## config.mk

```make
export PLATFORM = sky130hd
export DESIGN_NAME = spireg_slave
export DESIGN_NICKNAME = d
export VERILOG_FILES = /design/src/rtl/spireg_pkg.sv /design/src/rtl/spireg_sync.sv /design/src/rtl/spireg_runmon.sv /design/src/rtl/spireg_frame.sv /design/src/rtl/spireg_bank.sv /design/src/rtl/spireg_slave.sv
export SDC_FILE = /design/constraint.sdc
export NUM_CORES = 1
export LEC_CHECK = 0
export BUFFER_PORTS_ARGS = -buffer_cell sky130_fd_sc_hd__buf_2
export CORE_ASPECT_RATIO = 1.75
export CORE_MARGIN = 8
export CORE_UTILIZATION = 30
export CTS_CLUSTER_DIAMETER = 200
export CTS_CLUSTER_SIZE = 40
export DETAILED_ROUTE_END_ITERATION = 7
export PLACE_DENSITY = 0.5
export SLEW_MARGIN = 0
export SYNTH_ARGS = -nofsm -noshare
export SYNTH_HDL_FRONTEND = slang
export SYNTH_HIERARCHICAL = 1
export SYNTH_SLANG_ARGS = --single-unit
```

## constraint.sdc

```tcl
create_clock -name clk -period 3.1 [get_ports clk]
set_input_delay 0.62 -clock clk [delete_from_list [all_inputs] [get_ports clk]]
set_output_delay 0.62 -clock clk [all_outputs]
set_load 0.03 [all_outputs]
```

## src/rtl/spireg_pkg.sv

```systemverilog
package spireg_pkg;
  localparam int NREG  = 8;
  localparam int AW    = 3;
  localparam int DW    = 16;
  localparam int CMD_BITS = 8;

  localparam logic [DW-1:0] ID_WORD  = 16'hC3A5;
  localparam logic [DW-1:0] REV_BYTE = 16'h005A;

  typedef enum logic [0:0] {ST_CMD = 1'b0, ST_DATA = 1'b1} frame_st_t;

  typedef struct packed {
    logic          wide;
    logic          writable;
    logic [DW-1:0] por;
  } slot_attr_t;

  function automatic slot_attr_t slot_attr(input logic [AW-1:0] a);
    slot_attr_t r;
    case (a)
      3'd0:    r = '{wide: 1'b0, writable: 1'b1, por: 16'h0000};
      3'd1:    r = '{wide: 1'b1, writable: 1'b0, por: ID_WORD};
      3'd2:    r = '{wide: 1'b0, writable: 1'b0, por: REV_BYTE};
      3'd3:    r = '{wide: 1'b1, writable: 1'b1, por: 16'h4E20};
      3'd4:    r = '{wide: 1'b1, writable: 1'b1, por: 16'h0500};
      3'd5:    r = '{wide: 1'b0, writable: 1'b1, por: 16'h0005};
      default: r = '{wide: 1'b0, writable: 1'b0, por: 16'h0000};
    endcase
    return r;
  endfunction
endpackage

```

## src/rtl/spireg_sync.sv

```systemverilog
module spireg_sync #(
  parameter int W = 3,
  parameter int STAGES = 2,
  parameter logic [W-1:0] RST_VAL = '0
) (
  input  logic         clk,
  input  logic         rst_n,
  input  logic [W-1:0] d,
  output logic [W-1:0] q
);
  for (genvar b = 0; b < W; b++) begin : g_bit
    logic [STAGES-1:0] chain;
    always_ff @(posedge clk or negedge rst_n) begin
      if (!rst_n) chain <= {STAGES{RST_VAL[b]}};
      else        chain <= {chain[STAGES-2:0], d[b]};
    end
    assign q[b] = chain[STAGES-1];
  end
endmodule

```

## src/rtl/spireg_runmon.sv

```systemverilog
module spireg_runmon #(
  parameter int RUN_LIM = 32,
  localparam int CW = $clog2(RUN_LIM + 1)
) (
  input  logic          clk,
  input  logic          rst_n,
  input  logic          bit_stb,
  input  logic          bit_val,
  output logic [CW-1:0] run_cnt,
  output logic          ser_rst
);
  assign ser_rst = bit_stb && bit_val && (run_cnt == CW'(RUN_LIM - 1));

  always_ff @(posedge clk or negedge rst_n) begin
    if (!rst_n) run_cnt <= '0;
    else if (bit_stb) begin
      if (!bit_val)                      run_cnt <= '0;
      else if (run_cnt != CW'(RUN_LIM))  run_cnt <= run_cnt + 1'b1;
    end
  end
endmodule

```

## src/rtl/spireg_frame.sv

```systemverilog
module spireg_frame
  import spireg_pkg::*;
(
  input  logic          clk,
  input  logic          rst_n,
  input  logic          rise,
  input  logic          fall,
  input  logic          cs_act,
  input  logic          mosi,
  input  logic          hold,
  input  logic          ser_rst,
  output logic [AW-1:0] rd_addr,
  input  logic [DW-1:0] rd_data,
  output logic          wr_en,
  output logic [AW-1:0] wr_addr,
  output logic [DW-1:0] wr_data,
  output logic          miso_q,
  output logic          miso_oe
);
  localparam int CNTW = $clog2(DW);

  frame_st_t      state;
  logic [DW-2:0]  sh_in;
  logic [DW-1:0]  out_sh;
  logic [CNTW-1:0] cnt;
  logic           rw_q, ok_q, wide_q;
  logic [AW-1:0]  addr_q;
  logic [7:0]     cmd_byte;
  logic           cmd_ok;
  logic           cmd_wide;
  logic [DW-1:0]  load_val;
  logic [CNTW-1:0] last_idx;

  assign cmd_byte = {sh_in[6:0], mosi};
  assign cmd_ok   = !cmd_byte[7] && (cmd_byte[2:0] == 3'b000);
  assign rd_addr  = cmd_byte[5:3];
  assign cmd_wide = slot_attr(rd_addr).wide;
  assign load_val = cmd_wide ? rd_data : {rd_data[7:0], 8'h00};
  assign last_idx = wide_q ? CNTW'(DW - 1) : CNTW'(7);
  assign miso_oe  = (state == ST_DATA) && rw_q && ok_q;

  always_ff @(posedge clk or negedge rst_n) begin
    if (!rst_n) begin
      state   <= ST_CMD;
      sh_in   <= '0;
      out_sh  <= '0;
      cnt     <= '0;
      rw_q    <= 1'b0;
      ok_q    <= 1'b0;
      wide_q  <= 1'b0;
      addr_q  <= '0;
      wr_en   <= 1'b0;
      wr_addr <= '0;
      wr_data <= '0;
      miso_q  <= 1'b0;
    end else begin
      wr_en <= 1'b0;
      if (ser_rst || hold || !cs_act) begin
        state  <= ST_CMD;
        cnt    <= '0;
        miso_q <= 1'b0;
      end else if (rise) begin
        sh_in <= {sh_in[DW-3:0], mosi};
        if (state == ST_CMD) begin
          if (cnt == CNTW'(CMD_BITS - 1)) begin
            state  <= ST_DATA;
            cnt    <= '0;
            rw_q   <= cmd_byte[6];
            ok_q   <= cmd_ok;
            addr_q <= rd_addr;
            wide_q <= cmd_wide;
            out_sh <= load_val;
            miso_q <= 1'b0;
          end else begin
            cnt <= cnt + 1'b1;
          end
        end else if (cnt == last_idx) begin
          state   <= ST_CMD;
          cnt     <= '0;
          wr_en   <= !rw_q && ok_q;
          wr_addr <= addr_q;
          wr_data <= {sh_in, mosi};
        end else begin
          cnt <= cnt + 1'b1;
        end
      end else if (fall && miso_oe) begin
        miso_q <= out_sh[DW-1];
        out_sh <= {out_sh[DW-2:0], 1'b0};
      end
    end
  end
endmodule

```

## src/rtl/spireg_bank.sv

```systemverilog
module spireg_bank
  import spireg_pkg::*;
(
  input  logic                    clk,
  input  logic                    rst_n,
  input  logic                    ser_rst,
  input  logic                    wr_en,
  input  logic [AW-1:0]           wr_addr,
  input  logic [DW-1:0]           wr_data,
  input  logic [AW-1:0]           rd_addr,
  output logic [DW-1:0]           rd_data,
  output logic [NREG-1:0][DW-1:0] slots
);
  for (genvar g = 0; g < NREG; g++) begin : g_slot
    localparam slot_attr_t A = slot_attr(AW'(g));
    localparam logic [DW-1:0] MASK = A.wide ? {DW{1'b1}} : DW'(8'hFF);
    logic [DW-1:0] r;
    if (A.writable) begin : g_rw
      always_ff @(posedge clk or negedge rst_n) begin
        if (!rst_n)                                 r <= A.por;
        else if (ser_rst)                           r <= A.por;
        else if (wr_en && (wr_addr == AW'(g)))      r <= wr_data & MASK;
      end
    end else begin : g_ro
      assign r = A.por;
    end
    assign slots[g] = r;
  end

  assign rd_data = slots[rd_addr];
endmodule

```

## src/rtl/spireg_slave.sv

```systemverilog
module spireg_slave
  import spireg_pkg::*;
#(
  parameter int HOLD_CYC = 50000,
  parameter int RUN_LIM = 32,
  parameter int SYNC_STAGES = 2,
  localparam int HW = $clog2(HOLD_CYC + 1),
  localparam int CW = $clog2(RUN_LIM + 1)
) (
  input  logic clk,
  input  logic rst_n,
  input  logic spi_sclk,
  input  logic spi_cs_n,
  input  logic spi_mosi,
  output logic spi_miso,
  output logic spi_miso_oe,
  output logic busy
);
  logic sclk_s, cs_n_s, mosi_s, sclk_d;
  logic rise, fall, cs_act;
  logic ser_rst;
  logic [CW-1:0] run_cnt;
  logic [HW-1:0] hold_cnt;
  logic [AW-1:0] rd_addr, wr_addr;
  logic [DW-1:0] rd_data, wr_data;
  logic          wr_en, miso_q;
  logic [NREG-1:0][DW-1:0] slots;

  spireg_sync #(.W(3), .STAGES(SYNC_STAGES), .RST_VAL(3'b110)) u_sync (
    .clk(clk), .rst_n(rst_n),
    .d({spi_sclk, spi_cs_n, spi_mosi}),
    .q({sclk_s, cs_n_s, mosi_s})
  );

  always_ff @(posedge clk or negedge rst_n) begin
    if (!rst_n) sclk_d <= 1'b1;
    else        sclk_d <= sclk_s;
  end

  assign rise   = sclk_s && !sclk_d;
  assign fall   = !sclk_s && sclk_d;
  assign cs_act = !cs_n_s;
  assign busy   = (hold_cnt != '0);

  spireg_runmon #(.RUN_LIM(RUN_LIM)) u_run (
    .clk(clk), .rst_n(rst_n),
    .bit_stb(rise && cs_act && !busy),
    .bit_val(mosi_s),
    .run_cnt(run_cnt),
    .ser_rst(ser_rst)
  );

  always_ff @(posedge clk or negedge rst_n) begin
    if (!rst_n)        hold_cnt <= '0;
    else if (ser_rst)  hold_cnt <= HW'(HOLD_CYC);
    else if (busy)     hold_cnt <= hold_cnt - 1'b1;
  end

  spireg_frame u_frame (
    .clk(clk), .rst_n(rst_n),
    .rise(rise), .fall(fall), .cs_act(cs_act), .mosi(mosi_s),
    .hold(busy), .ser_rst(ser_rst),
    .rd_addr(rd_addr), .rd_data(rd_data),
    .wr_en(wr_en), .wr_addr(wr_addr), .wr_data(wr_data),
    .miso_q(miso_q), .miso_oe(spi_miso_oe)
  );

  spireg_bank u_bank (
    .clk(clk), .rst_n(rst_n), .ser_rst(ser_rst),
    .wr_en(wr_en), .wr_addr(wr_addr), .wr_data(wr_data),
    .rd_addr(rd_addr), .rd_data(rd_data), .slots(slots)
  );

  assign spi_miso = spi_miso_oe && miso_q;
endmodule

```

==> results.py, run 1 <==
metrics = {
    "sta": {
        "period_share_pct": 93.8,
        "fmax_ghz": 0.344,
        "setup_viol": 0,
        "maxSlewViolCount": 0,
        "relSlewSlack_pct": 26.3,
        "worst_pin_slew_ns": 1.11,
        "tns_ns": 0,
        "period_minus_slack_ns": 2.91,
        "hold_viol": 0,
        "layout_setup_ws_ns": 0.191,
        "rsz0062_at_grt": "true",
        "skew_ns": 0.0103,
    },
    "critical_path": {
        "critical_path_class": "flop to flop",
        "r2r_start": "hold_cnt[0]",
        "cp_cell_sequence": "inv_1 -> ha_1 -> nor4b_1 -> and4_1 -> and3_1 -> nor4b_4 -> nor3b_1 -> nand2_2 -> mux2_2",
        "crit_start": "hold_cnt[0]",
        "reg2reg_to": "u_frame/out_sh[6]",
        "ff2ff_setup_slack_ns": 0.19,
        "path_delay_family": "simple AND/OR/NAND/NOR gates",
        "worstSetupStartpointType": "flop",
        "critPathBufInv": 1,
        "cp_max_fo": 16,
        "slowest_stage": "dfrtp_1",
        "r2r_cells": 9,
        "worstSetupEndpointType": "flop",
        "critPathRequiredTime_ns": 3.41,
        "worstPathArrival_ns": 3.22,
        "critPathMaxStageDelay_ns": 0.40,
    },
    "floorplan": {
        "boundaryPins": 8,
        "die-area_mm2": 0.0297,
        "num_rows": 75,
        "die-width_um": 134,
        "initial_core_util_pct": 30.5,
        "coreArea_mm2": 0.0239,
        "die_height_um": 222,
    },
    "finish": {
        "n_antenna_cell": 0,
        "area_growth_pct": 12.6,
        "final_util_pct": 34.3,
        "final_cells": 949,
        "drive_above_1_share_pct": 22.6,
        "post-route-cell-area_mm2": 0.00821,
        "nets": 637,
        "n_fill_cell": 2338,
    },
    "synthesis": {
        "synth_nets": 640,
        "syn_avg_cell_area_um2": 11.6,
        "synth_cells": 631,
        "syn_area_mm2": 0.00729,
        "ys_warn_count": 6,
    },
    "pwr": {
        "power_density_mw_per_mm2": 680,
        "leakagePower_nw": 3.60,
        "ir_drop_uv": 397,
    },
    "clock_network": {
        "cts_root_buffer": "clkbuf_16",
        "cts_tree": "built",
        "post_cts_resized": 0,
        "cts_num_sinks": 140,
        "cts_buffer_depth": 2,
        "clk_latency_ns": 0.43,
        "htree_levels": 4,
        "numCtsBuffers": 17,
        "post_cts_buffers": 0,
        "path_clk_slew_ns": 0.06,
    },
    "placed_design": {
        "preCtsSetupSlack_ns": 0.185,
        "placed_area_mm2": 0.00760,
        "gp_congestion": 0.768,
        "placed_cells": 917,
        "io_buffers": 7,
        "place_hpwl_um": 12000,
    },
    "routing": {
        "drtIter0Drc": 196,
        "drc": 0,
        "ant_nets": 0,
        "dr_wl_met2_um": 9400,
        "vias": 4729,
        "wire_per_inst_um": 17.6,
        "highest_layer": "met4",
        "vias_per_cell": 4.98,
        "wirelength_um": 16700,
        "drt-met1-wl_um": 6370,
        "first_pass_iters": 6,
        "wl_met3_um": 314,
    },
    "global_routing": {
        "grt_pass1_vias": 5078,
        "grt_start_max_net_pins": 92,
        "antenna_found_initial": 0,
        "grtUsageTotal_pct": 11.8,
        "grt_pass1_wl_um": 27300,
        "globalRouteOverflowTotal": 0,
    },
    "worst_hold_path": {
        "hp-class": "input pin to asynchronous set/reset pin",
    },
    "flow_run": {
        "maxCapViolCount": 0,
    },
    "status": {
        "status": "finished, final reports clean",
    },
}
[through the flow]
step | hold WS (ns) | power (mW)
3_5_place_dp | 0.347 | 3.53
4_1_cts | 0.170 | 5.67
2_1_floorplan | 0.324 | 3.14
5_1_grt | 0.190 | 5.85
3_3_place_gp | 0.348 | 3.50
6_report | 0.142 | 5.58
[report_power, final]
group          internal, mW  total (mW)  switching (mW)  leakage [nW]
registers              2.01        2.26           0.252          1.86
logic                 0.521        1.22           0.704          1.44
clock network          1.29        2.10           0.812         0.296
[flip-flops by register name, summed over array words and instances, names as in the netlist]
| signal | count |
|---|---|
| hold_cnt | 16 |
| u_frame/cnt | 4 |
| u_frame/out_sh | 16 |
| u_frame/miso_q | 1 |
| u_frame/wr_en | 1 |
| u_frame/addr_q | 3 |
| u_run/run_cnt | 6 |
| sclk_d | 1 |
| u_frame/wr_data | 16 |
| u_frame/rw_q | 1 |
| u_bank/g_slot.r | 48 |
| u_frame/wide_q | 1 |
| u_frame/ok_q | 1 |
| u_sync/g_bit.chain | 6 |
| u_frame/sh_in | 15 |
| u_frame/state | 1 |
| u_frame/wr_addr | 3 |
[placed cells by master (no fill, tap or decap), types with 7 or more instances in the layout]
master and count:
nand2b_1 66, inv_1 18, or2b_1 7, dfstp_2 14, nor3_1 7, mux2_4 9, mux2i_1 80, nand2_1 14
nor2_1 33, o22ai_1 8, nor4_1 8, o221ai_1 17, dfrtp_1 126, nand3b_1 8, buf_4 14, a21oi_1 12
mux2_2 44, nor2b_1 15, clkbuf_16 17
[routing by layer]
metal	track usage [%]	up-vias
met1	11.9	2407
met2	22.0	55
met3	2.17	30
met4	6.88	0
li1	-	2237
met5	0	-
[final cells by class]
cell class,count,area (um2),share of cell area [%]
Multi-Input combinational cell,427,3440,41.9
Tap cell,308,385,4.69
Sequential cell,140,3520,42.9
Clock inverter,14,169,2.06
Clock buffer,18,439,5.35
Timing Repair Buffer,23,186,2.27
Inverter,19,71.3,0.869
[worst max-delay path by stage]
stage                          endpoint  cells past startpoint
CTS                   u_frame/out_sh[4]                      9
finish                u_frame/out_sh[6]                      9
detailed placement    u_frame/out_sh[4]                      9
floorplan            u_frame/wr_addr[2]                     12
global placement    u_frame/wr_data[12]                     10
global route          u_frame/out_sh[4]                      9
[what timing repair did]
| action | in CTS | in global routing |
|---|---|---|
| setup endpoints to repair | 0 | 6 |
| hold buffers | 0 | 0 |
| endpoints found under the hold margin | 0 | 0 |
(Power assumes the default switching activity.)
==> run 2: changes to the inputs <==
Settings changed: CELL_PAD_IN_SITES_DETAIL_PLACEMENT from default to 1, CELL_PAD_IN_SITES_GLOBAL_PLACEMENT from default to 1, PLACE_DENSITY 0.5 to 0.58.
==> run 2 against run 1 <==
Setup slack got worse by 0.0082 ns. Final cell count increased by 0.63%. Clock power decreased by 14%. First-iteration DRC count increased by 26%. Combinational power increased by 6%. Highest routed layer unchanged.
==> results.py, run 2 (synthesis results as in run 1) <==
metrics = {
    "floorplan": {
        "die-width_um": 134,
        "num_rows": 75,
        "boundaryPins": 8,
        "die_height_um": 222,
        "die-area_mm2": 0.0297,
        "coreArea_mm2": 0.0239,
        "initial_core_util_pct": 30.5,
    },
    "finish": {
        "largest_register_ffs": 48,
        "layout_commonest_cell": "dfrtp_1",
        "seq_area_mm2": 0.00352,
        "top_register": "u_bank/g_slot.r",
        "layout_common_cells": "126 x dfrtp_1, 80 x mux2i_1, 66 x nand2b_1, 44 x mux2_2, 33 x nor2_1",
        "area_growth_pct": 12.6,
        "n_fill_cell": 2608,
        "nets": 643,
        "drive_above_1_share_pct": 23.5,
        "n_antenna_cell": 0,
        "multi_input_area_mm2": 0.00346,
    },
    "clock_network": {
        "hold_buffers": 0,
        "htree_levels": 4,
        "cts_num_sinks": 140,
        "cts_tree": "built",
        "cts_buffer_depth": 2,
        "clk_latency_ns": 0.43,
        "path_clk_slew_ns": 0.06,
        "numCtsBuffers": 17,
        "cts_root_buffer": "clkbuf_16",
    },
    "critical_path": {
        "worstSetupEndpointType": "flop",
        "reg2reg_to": "u_frame/ok_q",
        "cp_max_fo": 6,
        "r2r_cells": 11,
        "ff2ff_setup_slack_ns": 0.18,
        "critical_path_class": "flop to flop",
        "worstSetupStartpointType": "flop",
        "r2r_start": "hold_cnt[0]",
        "critPathRequiredTime_ns": 3.40,
        "worstPathArrival_ns": 3.22,
    },
    "sta": {
        "layout_setup_ws_ns": 0.183,
        "period_share_pct": 94.1,
        "setup_viol": 0,
        "worst_pin_slew_ns": 0.842,
        "relSlewSlack_pct": 43.6,
        "hold_ws_ns": 0.145,
        "skew_ns": 0.00803,
        "fmax_ghz": 0.343,
        "maxSlewViolCount": 0,
        "hold_viol": 0,
        "period_minus_slack_ns": 2.92,
    },
    "global_routing": {
        "grt_pass1_wl_um": 30100,
        "antenna_found_initial": 0,
        "grt_pass1_vias": 5442,
        "grt_start_max_net_pins": 92,
        "globalRouteOverflowTotal": 0,
        "grtUsageTotal_pct": 12.7,
    },
    "placed_design": {
        "preCtsSetupSlack_ns": 0.0442,
        "place_hpwl_um": 12600,
        "gp_congestion": 0.800,
        "io_buffers": 7,
    },
    "routing": {
        "first_pass_iters": 4,
        "vias_per_cell": 5.07,
        "vias": 4846,
        "drtIter0Drc": 247,
        "wire_per_inst_um": 19.2,
        "ant_nets": 0,
        "wirelength_um": 18300,
        "drc": 0,
    },
    "pwr": {
        "power_frac_comb_pct": 24.1,
        "leakagePower_nw": 3.62,
        "power.share.clock_pct": 33.8,
        "p_switching_mw": 1.78,
        "pwr-share-seq_pct": 42.1,
        "swShare_pct": 33.2,
        "internal_power_mw": 3.58,
        "power_density_mw_per_mm2": 653,
        "ir_drop_uv": 370,
    },
    "status": {
        "status": "finished, final reports clean",
    },
    "flow_run": {
        "maxCapViolCount": 0,
    },
    "worst_hold_path": {
        "hp-class": "input pin to asynchronous set/reset pin",
    },
}
run 2: cell count changes in the layout (fill, tap and decap cells not counted), sizes merged:
cell / delta
clkbuf: +3
clkinv: +1
bufinv: -3
clkinvlp: +1
buf: +5
inv: -1
run 2: how the worst max path moves through the flow:
stage / start / to
5_1_grt: hold_cnt[0] / u_frame/ok_q
6_report: hold_cnt[0] / u_frame/ok_q
2_1_floorplan: hold_cnt[0] / u_frame/wr_addr[2]
3_5_place_dp: hold_cnt[0] / u_frame/out_sh[1]
3_3_place_gp: hold_cnt[0] / u_frame/out_sh[6]
4_1_cts: hold_cnt[0] / u_frame/out_sh[3]
run 2: cell type report:
type,count,share of cell area [%]
clock buffer,20,5.44
clock inverter,12,0.915
inverter,19,0.869
multi-input combinational,427,42.1
sequential,140,42.9
tap,308,4.70
timing repair buffer,29,3.08
run 2: critical path, cell delays in order, from the launching register on:
cell	delay (ns)
dfrtp_1	0.39
inv_1	0.09
ha_1	0.23
nor4b_2	0.18
and4_2	0.24
and3_1	0.21
nor4b_4	0.15
buf_4	0.16
or3b_1	0.41
nor4_4	0.21
buf_4	0.19
mux2_1	0.34
run 2: stage by stage:
step	utilization, %	power, mW	TNS (ns)	std cells	instance area (um2)
finish	34.3	5.36	0	955	8210
global route	34.3	5.65	-0.0309	955	8210
CTS	34.1	5.44	0	951	8150
detailed placement	31.9	3.60	0	919	7630
global placement	31.9	3.55	0	919	7630
floorplan	-	3.14	0	631	7300
run 2: layer usage:
layer	wire [um]	GRT usage [%]	vias to the layer above
met5	0	0	-
met4	637	6.41	0
met3	327	2.44	30
met2	10400	23.7	41
met1	6980	13.2	2534
li1	-	-	2241
run 2: what timing repair did:
| action | in CTS | in global routing |
|---|---|---|
| setup endpoints to repair | 0 | 53 |
| buffers inserted | 0 | 3 |
| resized for setup | 0 | 5 |
run 2: power by group through the flow:
stage | registers (mW) | logic, mW | clock network (mW)
after CTS | 2.26 | 1.31 | 1.86
after floorplan | 2.18 | 0.964 | 0
after global placement | 2.27 | 1.27 | 0
after global routing | 2.30 | 1.42 | 1.93
final | 2.26 | 1.29 | 1.81
after detailed placement | 2.29 | 1.31 | 0
==> run 3: changes to the inputs <==
Settings changed: ABC_AREA from default to 1, PLACE_DENSITY 0.58 to 0.61.
==> run 3 against run 2 <==
Register-to-register slack improved by 0.17 ns. Largest cell class unchanged. Routed wire length increased by 16%. Non-clock buffer count decreased by 9. Critical path type unchanged.
==> results.py, run 3 <==
metrics = {
    "sta": {
        "layout_setup_ws_ns": 0.354,
        "maxSlewViolCount": 0,
        "relSlewSlack_pct": 55.3,
        "hold_viol": 0,
        "rsz0062_at_grt": "false",
        "fmax_ghz": 0.364,
        "period_share_pct": 88.6,
        "tns_ns": 0,
        "setup_viol": 0,
        "period_minus_slack_ns": 2.75,
        "skew_ns": 0.00783,
        "worst_pin_slew_ns": 0.670,
        "hold_ws_ns": 0.190,
    },
    "floorplan": {
        "boundaryPins": 8,
        "die-area_mm2": 0.0295,
        "die-width_um": 133,
        "coreArea_mm2": 0.0238,
        "num_rows": 75,
        "die_height_um": 221,
        "initial_core_util_pct": 30.3,
    },
    "routing": {
        "vias": 5988,
        "wire_per_inst_um": 17.0,
        "drt-met1-wl_um": 8000,
        "vias_per_cell": 4.76,
        "wirelength_um": 21300,
        "drtIter0Drc": 357,
        "first_pass_iters": 4,
        "dr_wl_met2_um": 11900,
        "drc": 0,
        "wl_met3_um": 413,
        "ant_nets": 0,
        "highest_layer": "met4",
    },
    "critical_path": {
        "cp_max_fo": 10,
        "slowest_stage": "dfrtp_1",
        "worstPathArrival_ns": 3.04,
        "critical_path_class": "flop to flop",
        "critPathRequiredTime_ns": 3.39,
        "worstSetupStartpointType": "flop",
        "critPathMaxStageDelay_ns": 0.37,
        "worstSetupEndpointType": "flop",
        "cp_cell_sequence": "inv_1 -> ha_2 -> nand2_4 -> nor2_8 -> nand2_4 -> nor2_1 -> nand2_1 -> nor4_2 -> buf_4 -> nor2_1 -> nand2_2 -> inv_1 -> nand4_1 -> o21ai_0",
    },
    "pwr": {
        "leakagePower_nw": 4.34,
        "swShare_pct": 29.6,
        "ir_drop_uv": 257,
        "power_frac_comb_pct": 17.3,
        "pwr-share-seq_pct": 37.7,
        "power_density_mw_per_mm2": 661,
        "p_switching_mw": 1.61,
        "power.share.clock_pct": 45.1,
        "p_total_mw": 5.45,
        "internal_power_mw": 3.83,
    },
    "clock_network": {
        "cts_buffer_depth": 2,
        "cts_num_sinks": 140,
        "cts_tree": "built",
        "post_cts_buffers": 0,
        "htree_levels": 4,
        "numCtsBuffers": 17,
        "cts_root_buffer": "clkbuf_16",
        "clk_latency_ns": 0.43,
        "path_clk_slew_ns": 0.06,
    },
    "placed_design": {
        "placed_area_mm2": 0.00752,
        "gp_congestion": 0.759,
        "io_buffers": 7,
        "placed_cells": 1224,
        "preCtsSetupSlack_ns": 0.200,
        "place_hpwl_um": 15100,
    },
    "finish": {
        "top_register": "u_bank/g_slot.r",
        "largest_register_ffs": 48,
        "layout_common_cells": "333 x nand2_1, 126 x dfrtp_1, 117 x nand3_1, 83 x inv_1, 59 x nor2_1",
        "drive_above_1_share_pct": 13.1,
        "final_util_pct": 34.6,
        "n_antenna_cell": 0,
        "area_growth_pct": 14.1,
        "post-route-cell-area_mm2": 0.00824,
        "nets": 945,
        "final_cells": 1257,
        "layout_commonest_cell": "nand2_1",
        "n_fill_cell": 2905,
    },
    "global_routing": {
        "grtUsageTotal_pct": 15.2,
        "globalRouteOverflowTotal": 0,
        "grt_pass1_wl_um": 34800,
        "grt_start_max_net_pins": 65,
        "antenna_found_initial": 0,
        "grt_pass1_vias": 6493,
    },
    "synthesis": {
        "syn_area_mm2": 0.00722,
        "synth_cells": 933,
        "ys_warn_count": 6,
        "synth_nets": 942,
        "syn_avg_cell_area_um2": 7.74,
    },
    "flow_run": {
        "maxCapViolCount": 0,
    },
    "worst_hold_path": {
        "hp-class": "input pin to asynchronous set/reset pin",
    },
    "status": {
        "status": "finished, final reports clean",
    },
}
## run 3: layout make-up
class,count,area (um2),share of cell area [%]
timing repair buffer,20,164,1.99
multi-input combinational,664,3110,37.8
sequential,140,3520,42.7
clock inverter,13,260,3.16
tap,308,385,4.68
inverter,93,349,4.24
clock buffer,19,443,5.38
## run 3: path summary, 6_finish.rpt
path                                           from                        to  slack [ns]  depth (start not counted)
max reg2reg                             hold_cnt[0]         u_frame/addr_q[1]        0.35                         14
max                                     hold_cnt[0]         u_frame/addr_q[1]        0.35                         14
min reg2reg                u_sync/g_bit[0].chain[0]  u_sync/g_bit[0].chain[1]        0.35                          0
max in group asynchronous                     rst_n    u_bank/g_slot[4].r[10]        2.17                          2
min                                           rst_n        u_frame/wr_data[6]        0.19                          1
min in group clk                           spi_cs_n  u_sync/g_bit[1].chain[0]        0.29                          1
## run 3: per-layer routing
| layer | GRT usage [%] | vias to the layer above |
|---|---|---|
| met5 | 0 | - |
| met4 | 8.85 | 0 |
| met3 | 2.72 | 41 |
| met2 | 28.4 | 67 |
| met1 | 15.1 | 2923 |
| li1 | - | 2957 |
## run 3: what timing repair did
action,CTS,global route
hold buffers,0,0
hold endpoints to repair,0,0
setup endpoints to repair,0,24
resized for setup,0,2
## run 3: worst max-delay path: cells and delay by family (launching register included)
kind            cells  cell delay, ns
fa+ha+maj           1            0.27
compound gates      1            0.17
simple gates        9            1.33
flops               1            0.37
buf+inv             3            0.45
## run 3: power by group through the flow
| stage | Sequential, mW | Clock [mW] | Combinational, mW |
|---|---|---|---|
| 2_1_floorplan | 2.05 | 0 | 0.639 |
| 3_3_place_gp | 2.08 | 0 | 0.948 |
| 3_5_place_dp | 2.08 | 0 | 0.961 |
| 4_1_cts | 2.05 | 2.53 | 0.965 |
| 5_1_grt | 2.07 | 2.60 | 1.07 |
| 6_report | 2.05 | 2.46 | 0.941 |
